[src/rtl/dpath_pkg.sv]
package dpath_pkg;

    localparam int NDEST = 9;
    localparam int SEL_W = 4;

    typedef enum logic [SEL_W-1:0] {
        SRC_MDR  = 4'd0,
        SRC_PC   = 4'd1,
        SRC_MBRS = 4'd2,
        SRC_MBRZ = 4'd3,
        SRC_SP   = 4'd4,
        SRC_LV   = 4'd5,
        SRC_CPP  = 4'd6,
        SRC_TOS  = 4'd7,
        SRC_OPC  = 4'd8
    } bsrc_e;

    // destination indices, equal to the c_mask bit positions
    localparam int D_MAR = 0;
    localparam int D_MDR = 1;
    localparam int D_PC  = 2;
    localparam int D_SP  = 3;
    localparam int D_LV  = 4;
    localparam int D_CPP = 5;
    localparam int D_TOS = 6;
    localparam int D_OPC = 7;
    localparam int D_H   = 8;

    typedef struct packed {
        logic rd;
        logic wr;
        logic fetch;
    } strobe_t;

endpackage

[src/rtl/dp_bsel.sv]
module dp_bsel
    import dpath_pkg::*;
#(
    parameter int DW     = 32,
    parameter int BYTE_W = 8
) (
    input  logic [SEL_W-1:0]  sel,
    input  logic [DW-1:0]     mdr,
    input  logic [DW-1:0]     pc,
    input  logic [BYTE_W-1:0] mbr,
    input  logic [DW-1:0]     sp,
    input  logic [DW-1:0]     lv,
    input  logic [DW-1:0]     cpp,
    input  logic [DW-1:0]     tos,
    input  logic [DW-1:0]     opc,
    output logic [DW-1:0]     bus
);
    localparam int EXT_W = DW - BYTE_W;

    logic [DW-1:0] mbr_sx;
    logic [DW-1:0] mbr_zx;

    generate
        if (EXT_W > 0) begin : g_ext
            assign mbr_sx = {{EXT_W{mbr[BYTE_W-1]}}, mbr};
            assign mbr_zx = {{EXT_W{1'b0}}, mbr};
        end else begin : g_noext
            assign mbr_sx = mbr[DW-1:0];
            assign mbr_zx = mbr[DW-1:0];
        end
    endgenerate

    always_comb begin
        case (sel)
            SRC_MDR:  bus = mdr;
            SRC_PC:   bus = pc;
            SRC_MBRS: bus = mbr_sx;
            SRC_MBRZ: bus = mbr_zx;
            SRC_SP:   bus = sp;
            SRC_LV:   bus = lv;
            SRC_CPP:  bus = cpp;
            SRC_TOS:  bus = tos;
            SRC_OPC:  bus = opc;
            default:  bus = '0;
        endcase
    end

endmodule

[src/rtl/dp_regs.sv]
module dp_regs
    import dpath_pkg::*;
#(
    parameter int DW     = 32,
    parameter int BYTE_W = 8
) (
    input  logic                     clk,
    input  logic                     rst_n,
    input  logic [NDEST-1:0]         c_mask,
    input  logic [DW-1:0]            c_bus,
    input  logic                     rd_fill,
    input  logic [DW-1:0]            rd_data,
    input  logic                     fetch_fill,
    input  logic [BYTE_W-1:0]        fetch_byte,
    output logic [NDEST-1:0][DW-1:0] regs_o,
    output logic [BYTE_W-1:0]        mbr_o
);
    typedef struct packed {
        logic [NDEST-1:0][DW-1:0] r;
        logic [BYTE_W-1:0]        mbr;
    } bank_t;

    bank_t st_d, st_q;

    always_comb begin
        st_d = st_q;
        for (int i = 0; i < NDEST; i++) begin
            if (c_mask[i]) st_d.r[i] = c_bus;
        end
        // memory return overrides a C-bus write to the data register
        if (rd_fill)    st_d.r[D_MDR] = rd_data;
        if (fetch_fill) st_d.mbr      = fetch_byte;
    end

    always_ff @(posedge clk or negedge rst_n) begin
        if (!rst_n) st_q <= '0;
        else        st_q <= st_d;
    end

    assign regs_o = st_q.r;
    assign mbr_o  = st_q.mbr;

    p_mem_wins_r11: assert property (@(posedge clk) disable iff (!rst_n)
        rd_fill |=> regs_o[D_MDR] == $past(rd_data));

    p_fetch_fill_r10: assert property (@(posedge clk) disable iff (!rst_n)
        fetch_fill |=> mbr_o == $past(fetch_byte));

    p_hold_unmasked_r5: assert property (@(posedge clk) disable iff (!rst_n)
        !c_mask[D_H] |=> regs_o[D_H] == $past(regs_o[D_H]));

    p_mask_load_r5: assert property (@(posedge clk) disable iff (!rst_n)
        c_mask[D_TOS] |=> regs_o[D_TOS] == $past(c_bus));

endmodule

[src/rtl/dp_memif.sv]
module dp_memif
    import dpath_pkg::*;
#(
    parameter int DW     = 32,
    parameter int BYTE_W = 8
) (
    input  logic          clk,
    input  logic          rst_n,
    input  logic          rd_req,
    input  logic          wr_req,
    input  logic          fetch_req,
    input  logic [DW-1:0] mar,
    input  logic [DW-1:0] pc,
    output logic [DW-1:0] mem_addr,
    output logic [DW-1:0] fetch_addr,
    output logic          rd_o,
    output logic          wr_o,
    output logic          fetch_o
);
    localparam int BYTES_PER_WORD = DW / BYTE_W;
    localparam int ADDR_SH        = $clog2(BYTES_PER_WORD);

    strobe_t stb_d, stb_q;

    always_comb begin
        stb_d.rd    = rd_req;
        stb_d.wr    = wr_req;
        stb_d.fetch = fetch_req;
    end

    always_ff @(posedge clk or negedge rst_n) begin
        if (!rst_n) stb_q <= '0;
        else        stb_q <= stb_d;
    end

    assign mem_addr   = mar << ADDR_SH;
    assign fetch_addr = pc;
    assign rd_o       = stb_q.rd;
    assign wr_o       = stb_q.wr;
    assign fetch_o    = stb_q.fetch;

    p_rd_strobe_r8: assert property (@(posedge clk) disable iff (!rst_n)
        rd_req |=> rd_o);

    p_wr_quiet_r8: assert property (@(posedge clk) disable iff (!rst_n)
        !wr_req |=> !wr_o);

    p_fetch_strobe_r8: assert property (@(posedge clk) disable iff (!rst_n)
        fetch_req |=> fetch_o);

endmodule

[src/rtl/dp_regfile.sv]
module dp_regfile
    import dpath_pkg::*;
#(
    parameter int DW     = 32,
    parameter int BYTE_W = 8
) (
    input  logic              clk,
    input  logic              rst_n,
    input  logic [3:0]        b_sel,
    input  logic [8:0]        c_mask,
    input  logic [DW-1:0]     c_bus,
    input  logic              rd_req,
    input  logic              wr_req,
    input  logic              fetch_req,
    input  logic [DW-1:0]     mem_rdata,
    input  logic [BYTE_W-1:0] mem_fbyte,
    output logic [DW-1:0]     b_bus,
    output logic [DW-1:0]     a_bus,
    output logic [DW-1:0]     mem_addr,
    output logic [DW-1:0]     mem_wdata,
    output logic              mem_rd,
    output logic              mem_wr,
    output logic [DW-1:0]     fetch_addr,
    output logic              mem_fetch
);
    logic [NDEST-1:0][DW-1:0] bank;
    logic [BYTE_W-1:0]        mbr;

    dp_regs #(.DW(DW), .BYTE_W(BYTE_W)) u_regs (
        .clk        (clk),
        .rst_n      (rst_n),
        .c_mask     (c_mask),
        .c_bus      (c_bus),
        .rd_fill    (mem_rd),
        .rd_data    (mem_rdata),
        .fetch_fill (mem_fetch),
        .fetch_byte (mem_fbyte),
        .regs_o     (bank),
        .mbr_o      (mbr)
    );

    dp_bsel #(.DW(DW), .BYTE_W(BYTE_W)) u_bsel (
        .sel (b_sel),
        .mdr (bank[D_MDR]),
        .pc  (bank[D_PC]),
        .mbr (mbr),
        .sp  (bank[D_SP]),
        .lv  (bank[D_LV]),
        .cpp (bank[D_CPP]),
        .tos (bank[D_TOS]),
        .opc (bank[D_OPC]),
        .bus (b_bus)
    );

    dp_memif #(.DW(DW), .BYTE_W(BYTE_W)) u_memif (
        .clk        (clk),
        .rst_n      (rst_n),
        .rd_req     (rd_req),
        .wr_req     (wr_req),
        .fetch_req  (fetch_req),
        .mar        (bank[D_MAR]),
        .pc         (bank[D_PC]),
        .mem_addr   (mem_addr),
        .fetch_addr (fetch_addr),
        .rd_o       (mem_rd),
        .wr_o       (mem_wr),
        .fetch_o    (mem_fetch)
    );

    assign a_bus     = bank[D_H];
    assign mem_wdata = bank[D_MDR];

    p_idle_codes_r4: assert property (@(posedge clk) disable iff (!rst_n)
        (b_sel > 4'd8) |-> b_bus == '0);

    p_a_follows_h_r6: assert property (@(posedge clk) disable iff (!rst_n)
        c_mask[D_H] |=> a_bus == $past(c_bus));

endmodule

[config.mk]
export PLATFORM = sky130hd
export DESIGN_NAME = dp_regfile
export DESIGN_NICKNAME = d
export VERILOG_FILES = /design/src/rtl/dpath_pkg.sv /design/src/rtl/dp_bsel.sv /design/src/rtl/dp_regs.sv /design/src/rtl/dp_memif.sv /design/src/rtl/dp_regfile.sv
export SDC_FILE = /design/constraint.sdc
export NUM_CORES = 1
export LEC_CHECK = 0
export CAP_MARGIN = 30
export CORE_UTILIZATION = 50
export CTS_BUF_LIST = sky130_fd_sc_hd__clkbuf_4 sky130_fd_sc_hd__clkbuf_8
export DETAILED_ROUTE_END_ITERATION = 16
export DONT_BUFFER_PORTS = 1
export PLACE_DENSITY_LB_ADDON = 0.15
export SYNTH_ARGS = -nofsm -noshare
export SYNTH_HDL_FRONTEND = slang
export SYNTH_SLANG_ARGS = --single-unit
[constraint.sdc]
create_clock -name clk -period 1.4 [get_ports clk]
set_clock_uncertainty 0.1 [all_clocks]
set_input_delay 0.14 -clock clk [delete_from_list [all_inputs] [get_ports clk]]
set_output_delay 0.14 -clock clk [all_outputs]
set_load 0.05 [all_outputs]
**Word level (Yosys, flattened, before mapping)**

Index checks and enable logic that the tools add are counted.

- Bits in registers: 297
- Latch bits: 0
- RAM bits: 0
- Bits in read-only memories: 0
- Bits of input ports: 90
- Output and inout port bits: 163
- Word-level logic and storage cells: 26
- Memories: 0

- $add $sub $neg: 0
- $mul: 0
- Divide/modulo/power cells: 0
- Magnitude comparators: 0
- Equal/unequal tests: 8
- Shift operators: 0
- Muxes and demuxes: 3
- Bitwise logic cells: 0
- Reductions and logical operators: 2

Operator list:

| kind | count |
|---|---|
| one-hot mux 32 bit (9 select lines) | 1 |
| 2-to-1 mux 32 bit | 2 |
| == test 4 x 3 -> 1 bit, second input constant | 4 |
| == test 4 x 2 -> 1 bit, second input constant | 2 |
| == test 4 x 1 -> 1 bit, second input constant | 1 |
| == test 4 bit, second input constant | 1 |
| logical NOT 4 bit | 1 |
| nonzero test 2 bit | 1 |

**Longest topological paths before layout**

- Depth in word-level cells: 2
- Gate-level depth with buffers: 7
- Gate-level depth less buffers: 3

**Modules after synthesis**

From an unflattened synthesis, not the netlist that was laid out.

- Cells, all modules: 1052
- Area total of the unflattened synthesis: 14208.6 µm²

Modules (own cells, without submodules):

| module | times used | cells each | area each (µm²) | sequential area each (µm²) |
|---|---|---|---|---|
| dp_regs | 1 | 700 | 11536.1 | 7407.1 |
| dp_bsel | 1 | 284 | 2113.3 | 0.0 |
| dp_memif | 1 | 68 | 559.3 | 75.1 |

**Worst setup path after synthesis**

OpenSTA, ideal clock, no wires.

- Kind: input -> output
- From: in b_sel[2]
- To: out b_bus[1]
- Data arrival time: 1.695 ns
- Required time: 1.160 ns
- Path slack: -0.535 ns
- Cell stages on the path: 6
- Path buffers: 3
- Cell sequence: buf_6 > buf_4 > buf_2 > nand3_1 > a31o_2 > o221ai_1

- Word-level cells in the longest chain between the ends: 2
- Elaborated cells between the ends (all ways): 10
- Classes of those cells: 8 x eq/ne; 1 x mux; 1 x reduce/logical

Ends and longest elaborated chain:

| item | line | source |
|---|---|---|
| start, declared | dp_regfile.sv:9 | `input logic [3:0] b_sel,` |
| == test 4 bit (tied with other cells) | dp_bsel.sv:34 | `case (sel)` |
| one-hot mux 32 bit (9 select lines) * | dp_bsel.sv:34 |  |
| end, declared | dp_regfile.sv:17 | `output logic [DW-1:0] b_bus,` |

Every way passes the cells marked *; elsewhere a longest branch is shown, timed or not.

**Worst setup path after layout**

- From: reg u_regs.st_q, in the netlist u_regs.mbr_o[7]
- To: out b_bus[14]

- Word-level cells in the longest chain between the ends: 1

Ends and longest elaborated chain:

| item | line | source |
|---|---|---|
| start, declared | dp_regs.sv:23 | `bank_t st_d, st_q;` |
| start signal, assigned | dp_regs.sv:37 | `else st_q <= st_d;` |
| one-hot mux 32 bit (9 select lines) | dp_bsel.sv:34 |  |

No other way between the ends.

==> impl_summary.log <==
[metrics] most area-hungry cell type in the Yosys netlist: dfrtp_1
[metrics] antenna violation net count after detailed routing: 0
[metrics] first-pass GRT wire length: approximately 63000 µm
[metrics] pin count of the biggest net entering global routing: roughly 300
[metrics] maximum clock insertion buffer count: 3
[metrics] growth of design area from synthesis to finish: 24.0%
[metrics] Post-DP Area: 15300 µm²
[metrics] capturing point of the worst reg2reg path: u_regs.regs_o[153]
[metrics] clock buffers created by TritonCTS: 52
[metrics] clock tree from TritonCTS: built
[metrics] P_leak: 0.00799 µW
[metrics] final weighted congestion in routability-driven placement: about 0.74
[metrics] total of warnings raised by yosys: 0
[metrics] most frequently used flop master after synthesis: dfrtp_1
[metrics] fin nets: roughly 1400
[metrics] number of hold violations in the final report: between 300 and 400
[metrics] GR met1 Demand/Resource: 37.2%
[metrics] drt first-iter violations: approximately 550
[metrics] number of max-cap violations: 0
[metrics] count of buffers from port buffering: 0
[metrics] clock transition at the register clock pins on the worst setup and hold paths after CTS: 0.05 ns
[metrics] post-route cell area: around 18000 µm²
[metrics] antenna violations before repair: 1
[metrics] clock sink count: about 300
[metrics] start-to-end type of the worst setup path: register to output port
[metrics] average cell area after synthesis: approximately 13 µm²
[metrics] path category of the worst min-delay check: primary input to async pin
[metrics] Skew-Pair Late Insertion Delay: 0.57 ns
[metrics] First-pass DRT Iterations: 5
[metrics] total global routing track utilization: a little over a quarter
[metrics] leftover overflow at the end of global routing: 0
[metrics] share of layout cells above drive strength 1: ~45%
[metrics] M2 GR Usage: between 40% and 50%
[metrics] post-placement worst setup slack: -0.203 ns
[metrics] post-synthesis cell count: 1184
[metrics] commonest non-fill, non-tap cell in the layout: dfrtp_1
[metrics] unrepaired setup endpoints after global routing: yes
[metrics] cell types occupying the most area after synthesis: dfrtp_1 (50%), mux2_2 (21%), buf_4 (6.7%)
[metrics] worst flop-to-flop path startpoint: u_regs.regs_o[153]
[metrics] dpl cells: approximately 1500
[metrics] share of flip-flops with an asynchronous set or reset after synthesis: 100%
[metrics] slack of the worst reg-to-reg path: 0.02 ns
[metrics] required time of the worst setup path: between 1 and 1.5 ns
[metrics] nature of the critical path endpoint: output port
[metrics] Yosys cell types: 39
[metrics] violated checks: negative hold slack, negative setup slack
[metrics] reg2reg path depth: 2
[metrics] mapped cell area: between 10000 and 15000 µm²
[metrics] cells along the critical path: nand2b_1, or3b_4, buf_12, nand4b_1, buf_6
[metrics] proportion of netlist area held by the largest area contributor: 49.9%
[metrics] die extent in y: approximately 170 µm
[metrics] worst-case vdd ir drop: 0.957 mV
[metrics] highest achievable clock rate: 468 MHz
[metrics] met3 Track Usage GR: under 10%
[metrics] number of top-level pins: between 200 and 300
[metrics] Power per Cell Area: about 1300 nW/µm²
[metrics] critical path arrival: about 1.9 ns
[metrics] non-filler instance count after layout: 1718
[metrics] GR peak layer: met2
[metrics] largest fanout on the critical path: 23
[metrics] worst-case hold slack: -0.815 ns
[metrics] most frequent cells in the layout: dfrtp_1 (294), mux2_2 (268), buf_6 (149), dlygate4sd3_1 (88), clkbuf_8 (60)
[metrics] number of placement rows: between 60 and 70
[metrics] final critical-path share of the clock period: 153%
[metrics] crit path setup slack, layout: -0.735 ns
[metrics] status: finished with violations
[metrics] die extent in x: 175 µm
[metrics] aggregate routed wire length: 40200 µm
[metrics] die footprint: just over 30000 µm²
[metrics] Max Transition Viols Final: 0
[metrics] Slew @ Worst Pin: ~0.85 ns
[metrics] vias: 9972
[metrics] number of fill cells in the layout: 2203
[metrics] drc violations: 0
[metrics] via-per-instance ratio: 5.80
[metrics] root buffer selected by CTS: clkbuf_8
[metrics] via count of the first global-routing pass: around 10000
[metrics] Post-synth EDFFs: 0
[metrics] Critical Path Slowest Stage Cell: or3b_4
[metrics] Final min period: 2.14 ns
[metrics] flip-flop and latch count after synthesis: 297
[metrics] longest individual stage delay on the worst path: ~0.39 ns
[metrics] HPWL after detailed placement: 20400 µm
[metrics] worst slew slack as a fraction of its limit: 43.3%
[metrics] core area: around 29000 µm²
[metrics] post-synthesis sequential area ratio: between 40 and 50%
[metrics] Setup-failing EPs final: 40
[metrics] initial core utilization: 51.3%
[metrics] CP Launch Type: register
[metrics] routed length per instance: about 23 µm
[metrics] H-tree depth: 2
[synth_stat cells, drive strengths merged (2+ instances only)]
cell    number
nand3b       5
nand2b       9
nand4       20
nand3        7
dfrtp      297
nor2         2
a21oi       30
clkbuf      44
mux2i       40
mux2       294
a2111o       7
nand4b      26
o221ai       7
o21ai       55
nor3b        2
nand2       36
or4b        21
or4bb        3
buf        183
and3b       48
a31o         7
a22oi       30
[flip-flops by register name, summed over array words and instances, names as in the netlist]
register,flops
u_regs.regs_o,286
u_regs.mbr_o,8
u_memif.wr_o,1
u_memif.rd_o,1
u_memif.fetch_o,1
[report_power, final]
part	internal [µW]	total, µW	leakage [µW]	switching (µW)
combinational	2350	5310	0.00396	2970
clock	4490	7970	0.000550	3480
sequential	9450	9930	0.00348	488
[worst max path at each step]
| stage | end | slack, ns | start | cells after the start |
|---|---|---|---|---|
| final | b_bus[14] | -0.74 | u_regs.mbr_o[7] | 5 |
| after global routing | b_bus[27] | -0.80 | u_regs.mbr_o[7] | 5 |
| after global placement | b_bus[9] | -0.16 | u_regs.mbr_o[7] | 5 |
| after detailed placement | b_bus[30] | -0.20 | u_regs.mbr_o[7] | 5 |
| after CTS | b_bus[29] | -0.75 | u_regs.mbr_o[7] | 5 |
| after floorplan | b_bus[16] | -0.51 | b_sel[2] | 5 |
[worst max-delay path: cells and delay by family (launching register included)]
kind	cells	cell delay, ns
DFF	1	0.34
and+or+nand+nor	3	0.63
buffers and inverters	2	0.35
[timing repair]
action | 4_1_cts | 5_1_grt
resized for setup | 135 | 58
hold buffers | 114 | 3
hold endpoints to repair | 594 | 339
pin swaps | 32 | 9
endpoints found under the setup margin | 120 | 149
gates cloned | 2 | 0
buffers inserted | 8 | 14
[per-layer routing]
| layer | share of wire [%] | wire length [µm] |
|---|---|---|
| met5 | 0 | 0 |
| met4 | 2.2 | 874 |
| met3 | 5.9 | 2350 |
| met2 | 48 | 19100 |
| met1 | 44 | 17800 |
[cell families after synthesis]
family / count (synthesis) / synth area share [%]
buffers and inverters: 227 / 9.90
other: 1 / 0.0252
muxes: 335 / 25.1
AOI/OAI and AO/OA: 140 / 5.96
and+or+nand+nor: 184 / 9.08
DFF: 297 / 49.9
[cell type report]
class,count,area [µm²],share of cell area (%)
clock buffers,84,1010,5.45
flip-flops and latches,297,7440,40.3
repair buffers,287,3280,17.8
well taps,384,480,2.60
multi-input cells,661,6220,33.7
diodes,1,2.50,0.0136
clock inverters,4,25.0,0.136
[metrics by stage]
step	setup TNS [ns]	utilization [%]	power, µW
after global placement	-3.64	52.9	14100
after floorplan	-7.64	-	14000
final	-21.62	63.6	23200
after global routing	-24.66	63.6	24100
after detailed placement	-4.74	52.9	14200
after CTS	-22.48	63.1	23300
Power figures use the tool's default switching activity.
